File: config.mk
export PLATFORM = sky130hd
export DESIGN_NAME = fpu_mul_ftz
export DESIGN_NICKNAME = d
export VERILOG_FILES = /design/src/rtl/fpm_pkg.sv /design/src/rtl/fpm_unpack.sv /design/src/rtl/fpm_mulcore.sv /design/src/rtl/fpm_round.sv /design/src/rtl/fpu_mul_ftz.sv
export SDC_FILE = /design/constraint.sdc
export NUM_CORES = 2
export LEC_CHECK = 0
export BUFFER_PORTS_ARGS = -buffer_cell sky130_fd_sc_hd__buf_4
export CAP_MARGIN = 20
export CORE_MARGIN = 3
export CORE_UTILIZATION = 25
export DETAILED_ROUTE_END_ITERATION = 7
export GPL_TIMING_DRIVEN = 0
export HOLD_SLACK_MARGIN = 0.12
export SLEW_MARGIN = 0
export SYNTH_ARGS = -nofsm -noshare
export SYNTH_HDL_FRONTEND = slang
export SYNTH_SLANG_ARGS = --single-unit
File: constraint.sdc
create_clock -name clk -period 8.2 [get_ports clk]
set_input_delay 0.82 -clock clk [delete_from_list [all_inputs] [get_ports clk]]
set_output_delay 0.82 -clock clk [all_outputs]
set_load 0.05 [all_outputs]
File: src/rtl/fpm_pkg.sv
package fpm_pkg;
  localparam int EXP_W  = 8;
  localparam int FRAC_W = 23;
  localparam int WORD_W = 1 + EXP_W + FRAC_W;
  localparam int MANT_W = FRAC_W + 1;
  localparam int PROD_W = 2 * MANT_W;
  localparam int SE_W   = EXP_W + 2;
  localparam int N_OPS  = 2;
  localparam int BIAS   = (1 << (EXP_W - 1)) - 1;

  localparam int EXC_W   = 6;
  localparam int EXC_INX = 0;
  localparam int EXC_UNF = 1;
  localparam int EXC_OVF = 2;
  localparam int EXC_DVZ = 3;
  localparam int EXC_INV = 4;
  localparam int EXC_DEN = 5;

  localparam logic [EXP_W-1:0]         EXP_ONES  = '1;
  localparam logic signed [SE_W-1:0]   E_TOP     = SE_W'((1 << EXP_W) - 1);
  localparam logic signed [SE_W-1:0]   E_NIL     = '0;
  localparam logic [WORD_W-1:0]        QNAN_WORD = {1'b0, {(WORD_W-1){1'b1}}};

  typedef struct packed {
    logic              sign;
    logic [EXP_W-1:0]  exp;
    logic [MANT_W-1:0] mant;
    logic              zero;
    logic              inf;
    logic              nan;
    logic              snan;
    logic              den;
  } opnd_t;

  typedef enum logic [1:0] {K_NUM, K_ZERO, K_INF, K_NAN} kind_e;
endpackage

File: src/rtl/fpm_unpack.sv
module fpm_unpack
  import fpm_pkg::*;
(
  input  logic [WORD_W-1:0] word,
  output opnd_t             info
);
  logic [EXP_W-1:0]  e;
  logic [FRAC_W-1:0] f;

  always_comb begin
    e         = word[WORD_W-2:FRAC_W];
    f         = word[FRAC_W-1:0];
    info.sign = word[WORD_W-1];
    info.exp  = e;
    // a denormal is flushed: it reads as zero with its own sign
    info.den  = (e == '0) && (f != '0);
    info.zero = (e == '0);
    info.inf  = (e == EXP_ONES) && (f == '0);
    info.nan  = (e == EXP_ONES) && (f != '0);
    info.snan = info.nan && !f[FRAC_W-1];
    info.mant = {(e != '0), f};
  end
endmodule

File: src/rtl/fpm_mulcore.sv
module fpm_mulcore
  import fpm_pkg::*;
(
  input  opnd_t                   a,
  input  opnd_t                   b,
  output logic                    sign,
  output kind_e                   kind,
  output logic signed [SE_W-1:0]  exp_sum,
  output logic [PROD_W-1:0]       prod,
  output logic                    invalid,
  output logic                    den_in
);
  logic any_nan;
  logic zero_inf;

  always_comb begin
    sign     = a.sign ^ b.sign;
    prod     = PROD_W'(a.mant) * PROD_W'(b.mant);
    exp_sum  = $signed({2'b00, a.exp}) + $signed({2'b00, b.exp}) - SE_W'(BIAS);
    any_nan  = a.nan | b.nan;
    zero_inf = (a.inf & b.zero) | (a.zero & b.inf);
    invalid  = a.snan | b.snan | zero_inf;
    den_in   = a.den | b.den;
    if (any_nan || zero_inf)  kind = K_NAN;
    else if (a.inf || b.inf)  kind = K_INF;
    else if (a.zero || b.zero) kind = K_ZERO;
    else                      kind = K_NUM;
  end
endmodule

File: src/rtl/fpm_round.sv
module fpm_round
  import fpm_pkg::*;
(
  input  logic                   sign,
  input  kind_e                  kind,
  input  logic signed [SE_W-1:0] exp_sum,
  input  logic [PROD_W-1:0]      prod,
  output logic [WORD_W-1:0]      word,
  output logic                   inexact,
  output logic                   overflow,
  output logic                   underflow
);
  logic                   hi;
  logic [MANT_W-1:0]      keep;
  logic                   g;
  logic                   st;
  logic                   up;
  logic [MANT_W:0]        rnd;
  logic [FRAC_W-1:0]      frac_out;
  logic signed [SE_W-1:0] e_pre;
  logic signed [SE_W-1:0] e_post;

  always_comb begin
    hi       = prod[PROD_W-1];
    keep     = hi ? prod[PROD_W-1 -: MANT_W] : prod[PROD_W-2 -: MANT_W];
    g        = hi ? prod[MANT_W-1] : prod[MANT_W-2];
    st       = hi ? |prod[MANT_W-2:0] : |prod[MANT_W-3:0];
    e_pre    = exp_sum + {{(SE_W-1){1'b0}}, hi};
    up       = g & (st | keep[0]);
    rnd      = {1'b0, keep} + {{MANT_W{1'b0}}, up};
    e_post   = e_pre + {{(SE_W-1){1'b0}}, rnd[MANT_W]};
    frac_out = rnd[MANT_W] ? '0 : rnd[FRAC_W-1:0];

    word      = '0;
    inexact   = 1'b0;
    overflow  = 1'b0;
    underflow = 1'b0;
    unique case (kind)
      K_NAN:  word = QNAN_WORD;
      K_INF:  word = {sign, EXP_ONES, {FRAC_W{1'b0}}};
      K_ZERO: word = {sign, {(WORD_W-1){1'b0}}};
      default: begin
        if (e_pre <= E_NIL) begin
          word      = {sign, {(WORD_W-1){1'b0}}};
          underflow = 1'b1;
          inexact   = 1'b1;
        end else if (e_post >= E_TOP) begin
          word      = {sign, EXP_ONES, {FRAC_W{1'b0}}};
          overflow  = 1'b1;
          inexact   = 1'b1;
        end else begin
          word      = {sign, e_post[EXP_W-1:0], frac_out};
          inexact   = g | st;
        end
      end
    endcase
  end
endmodule

File: src/rtl/fpu_mul_ftz.sv
module fpu_mul_ftz
  import fpm_pkg::*;
(
  input  logic              clk,
  input  logic              rst_n,
  input  logic              in_valid,
  input  logic [WORD_W-1:0] in_a,
  input  logic [WORD_W-1:0] in_b,
  input  logic [EXC_W-1:0]  exc_en,
  output logic              out_valid,
  output logic [WORD_W-1:0] out_result,
  output logic              out_we,
  output logic [EXC_W-1:0]  out_flags
);
  // stage 1: classify operands
  logic [WORD_W-1:0] in_w [N_OPS];
  opnd_t             op_c [N_OPS];
  opnd_t             op_q [N_OPS];
  logic              v1;
  logic [EXC_W-1:0]  en1;

  assign in_w[0] = in_a;
  assign in_w[1] = in_b;

  generate
    for (genvar gi = 0; gi < N_OPS; gi++) begin : g_unpack
      fpm_unpack u_unpack (.word(in_w[gi]), .info(op_c[gi]));
    end
  endgenerate

  always_ff @(posedge clk or negedge rst_n)
    if (!rst_n) v1 <= 1'b0;
    else        v1 <= in_valid;

  always_ff @(posedge clk) begin
    en1 <= exc_en;
    for (int i = 0; i < N_OPS; i++) op_q[i] <= op_c[i];
  end

  // stage 2: significand product, exponent sum, special cases
  logic                   sign_c, inv_c, den_c;
  kind_e                  kind_c;
  logic signed [SE_W-1:0] exp_c;
  logic [PROD_W-1:0]      prod_c;

  fpm_mulcore u_core (
    .a(op_q[0]), .b(op_q[1]), .sign(sign_c), .kind(kind_c),
    .exp_sum(exp_c), .prod(prod_c), .invalid(inv_c), .den_in(den_c)
  );

  logic                   v2, sign2, inv2, den2;
  kind_e                  kind2;
  logic signed [SE_W-1:0] exp2;
  logic [PROD_W-1:0]      prod2;
  logic [EXC_W-1:0]       en2;

  always_ff @(posedge clk or negedge rst_n)
    if (!rst_n) v2 <= 1'b0;
    else        v2 <= v1;

  always_ff @(posedge clk) begin
    sign2 <= sign_c;
    kind2 <= kind_c;
    exp2  <= exp_c;
    prod2 <= prod_c;
    inv2  <= inv_c;
    den2  <= den_c;
    en2   <= en1;
  end

  // stage 3: normalise, round, gate the write
  logic [WORD_W-1:0] word_c;
  logic              inx_c, ovf_c, unf_c;
  logic              abort_c;
  logic [EXC_W-1:0]  flags_c;
  logic [WORD_W-1:0] res_c;
  logic              we_c;

  fpm_round u_round (
    .sign(sign2), .kind(kind2), .exp_sum(exp2), .prod(prod2),
    .word(word_c), .inexact(inx_c), .overflow(ovf_c), .underflow(unf_c)
  );

  always_comb begin
    abort_c = den2 & en2[EXC_DEN];
    flags_c = '0;
    res_c   = word_c;
    if (abort_c) begin
      flags_c[EXC_DEN] = 1'b1;
      res_c            = '0;
    end else begin
      flags_c[EXC_INX] = inx_c;
      flags_c[EXC_UNF] = unf_c;
      flags_c[EXC_OVF] = ovf_c;
      flags_c[EXC_INV] = inv2;
      flags_c[EXC_DEN] = den2;
    end
    we_c = v2 && ((flags_c & en2) == '0);
  end

  always_ff @(posedge clk or negedge rst_n)
    if (!rst_n) begin
      out_valid <= 1'b0;
      out_we    <= 1'b0;
    end else begin
      out_valid <= v2;
      out_we    <= we_c;
    end

  always_ff @(posedge clk) begin
    out_result <= res_c;
    out_flags  <= flags_c;
  end
endmodule

==> results by group <==
Clock tree
  – H-tree Lvls: 4
  – Post-CTS Setup Repair Bufs: 0
  – Root buffer cell: clkbuf_16
  – CTS tree: built
  – CTS sink cnt: 190
  – CTS Buffer Depth: 2
  – Clock latency on the worst-skew pair: 0.50 ns
  – TritonCTS buffer count: 17
  – Clock-pin transition on the worst setup and hold timing paths: 0.08 ns

STA
  – Slew @ Worst Pin: 0.9495 ns
  – Fmax: 0.1254 GHz
  – Final number of setup-violating endpoints: 0
  – RSZ-0062 raised after global routing: no
  – Max Clock Skew: 0.01603 ns
  – Final Hold Viols: 0
  – Pins Over Slew Limit: 0
  – Setup WS post-layout: 0.2224 ns
  – Slew margin rel.: 36.70%
  – Tmin final: 7.978 ns
  – Crit share post-route: 97.29%

Floorplanning
  – Starting Density: 25.44%
  – Die area: 106500 um^2
  – Die outline height: 326.4 um
  – Core Area: 100900 um^2
  – Rows: 116
  – Width of the die: 326.4 um
  – # IOs: 113

Place
  – Quantity of I/O buffers inserted on ports: 110
  – Gpl congestion: 0.9466
  – DP HPWL: 66430 um
  – Pre-CTS setup slack: -0.006059 ns

Detailed routing
  – Drt via density: 4.513
  – Drt first pass iters: 6
  – Initial DRC count: 1309
  – Routed Antenna Nets: 0
  – DRC errors left: 0
  – Via count: 19440
  – WL/cell: 18.56 um
  – Final wirelength: 79970 um

Worst setup path
  – FF-to-FF Start: op_q[0][51]$_DFF_P_
  – Reg2reg end: prod2[46]$_DFF_P_
  – WP data arrival: 8.39 ns
  – Worst-case reg-to-reg path depth: 22
  – Register-to-register setup slack: 0.22 ns
  – Worst-path fanout max: 10
  – CP Capture Type: flip-flop
  – Startpoint type of the worst setup path: flip-flop
  – Setup crit start: op_q[0][51]$_DFF_P_
  – Critical path required time: 8.61 ns
  – WS Path Type: flip-flop to flip-flop

Yosys
  – Mapped cell area: 25660 um^2
  – Ys Warns: 0
  – Sequential share of the synthesized area: 14.90%
  – Avg Cell Area, Syn: 9.147 um^2
  – Post-Synthesis Cells: 2805
  – Syn Nets: 3550
  – Ys flop type: dfxtp_1
  – Register bit count reported by yosys: 190
  – EDFF count, synth: 0
  – FFs w/ async S/R, synth: 2.105%
  – Unique masters post-synth: 75

Cells and area
  – Area grow syn2layout: 12.59%
  – Ratio of cells with drive above 1 in the final layout: 7.186%
  – Commonest cells after routing, fill and taps aside: inv_1 (565), fa_1 (483), nand2_1 (352)
  – Nets: 3682
  – Most common cell after layout, fill and taps aside: inv_1
  – Fillcell total: 10688

Min path
  – Hold depth: 0
  – Min-delay src: en1[0]$_DFF_P_
  – Worst Hold Path EP: en2[0]$_DFF_P_
  – Worst hold path class: flip-flop to flip-flop

Run status
  – Status: finished, final reports clean

Global routing
  – Total gr overflow: 0
  – Largest net degree at the start of global routing: 23
  – Gr usage total: 15.34%
  – Number of global-route vias before repair: 20437
  – Initial antenna violation count: 5
  – First-pass GRT wire length: 123300 um

Flow run
  – Max-cap violations: 0
[repair_timing]
action	CTS	global route
endpoints found under the hold margin	4	0
endpoints found under the setup margin	2	5
hold buffers	1	0
gates cloned	0	0
gates resized for setup	1	58
[cells in the mapped netlist (9+ instances only)]
library cell | n | share of area, %
o21ai_0 | 58 | 1.1
nand3_1 | 31 | 0.60
dfxtp_1 | 186 | 15
nor3_1 | 22 | 0.43
o21bai_1 | 9 | 0.26
a21oi_1 | 75 | 1.5
nand4_1 | 25 | 0.61
mux2i_1 | 15 | 0.59
xnor2_1 | 60 | 2.0
nor2_1 | 52 | 0.76
a211oi_1 | 10 | 0.29
and2_1 | 312 | 7.6
fa_1 | 483 | 38
nand2_1 | 352 | 5.1
a21o_1 | 30 | 0.88
clkbuf_1 | 126 | 1.8
and3_1 | 10 | 0.24
nor4_1 | 25 | 0.61
inv_1 | 565 | 8.3
ha_1 | 189 | 9.2
xor2_1 | 44 | 1.5
o31ai_1 | 9 | 0.26
[metrics by stage]
stage / cell area [um^2] / cells / setup TNS (ns) / util [%] / hold WS, ns
detailed placement: 28210 / 4274 / -0.01014 / 27.96 / 0.3121
CTS: 28840 / 4307 / 0 / 28.59 / 0.3317
finish: 28890 / 4308 / 0 / 28.64 / 0.3305
global route: 28890 / 4307 / 0 / 28.64 / 0.3382
floorplan: 25660 / 2805 / 0 / - / 0.3096
global placement: 28180 / 4272 / -0.04766 / 27.94 / 0.3105
[flip-flops by register name, summed over array words and instances (netlist names), 2 cells and up]
| signal | count |
|---|---|
| op_q | 76 |
| prod2 | 48 |
| out_result | 32 |
| exp2 | 10 |
| en1 | 5 |
| en2 | 5 |
| out_flags | 5 |
| kind2 | 2 |
[how the worst max path moves through the flow]
stage,slack [ns],to,cells after the start
after floorplan,1.54,prod2[42]$_DFF_P_,25
after global placement,-0.03,prod2[46]$_DFF_P_,24
after detailed placement,-0.006,prod2[42]$_DFF_P_,22
after CTS,0.05,prod2[42]$_DFF_P_,23
after global routing,0.0003,prod2[42]$_DFF_P_,22
final,0.22,prod2[46]$_DFF_P_,22
[layer usage]
layer	vias to the layer above	share of wire [%]	global-route usage, %
li1	8764	-	-
met4	2	3.0	4.819
met3	122	9.8	4.418
met1	9710	44	20.85
met2	842	43	23.49
met5	-	0.015	0
[critical path, cell delays in order (launching register included)]
cell	delay [ns]
dfxtp_1	0.60
clkbuf_1	0.62
and2_1	0.27
fa_1	0.45
fa_1	0.51
inv_1	0.05
fa_1	0.46
fa_1	0.52
inv_1	0.06
fa_1	0.47
fa_1	0.52
inv_1	0.06
fa_1	0.58
inv_1	0.06
ha_1	0.39
and3_1	0.22
nand2_1	0.08
or4b_2	0.70
a21oi_1	0.42
or3_1	0.22
a31oi_2	0.14
o31ai_1	0.28
xor2_1	0.21
[cell families after synthesis]
family                     share of synthesized area, %
adders and majority gates                         46.94
other                                           0.01462
AOI/OAI and AO/OA                                 6.052
muxes                                            0.8485
DFF                                               14.90
xor gates and xnor gates                          3.550
buffers and inverters                             10.58
and+or+nand+nor                                   17.11
[layout make-up]
type / count / area, um^2 / share of cell area, %
Buffer: 141 / 629.4 / 2.179
Multi-Input combinational cell: 1909 / 19140 / 66.25
Clock buffer: 17 / 425.4 / 1.473
Antenna cell: 1 / 2.502 / 0.008663
Sequential cell: 190 / 3825 / 13.24
Clock inverter: 15 / 197.7 / 0.6843
Inverter: 565 / 2121 / 7.341
Tap cell: 1357 / 1698 / 5.878
Timing Repair Buffer: 113 / 850.8 / 2.945
Power is left out: the tool's default activity adds up to more than one toggle a clock period on the data nets, which glitch-free logic cannot reach.
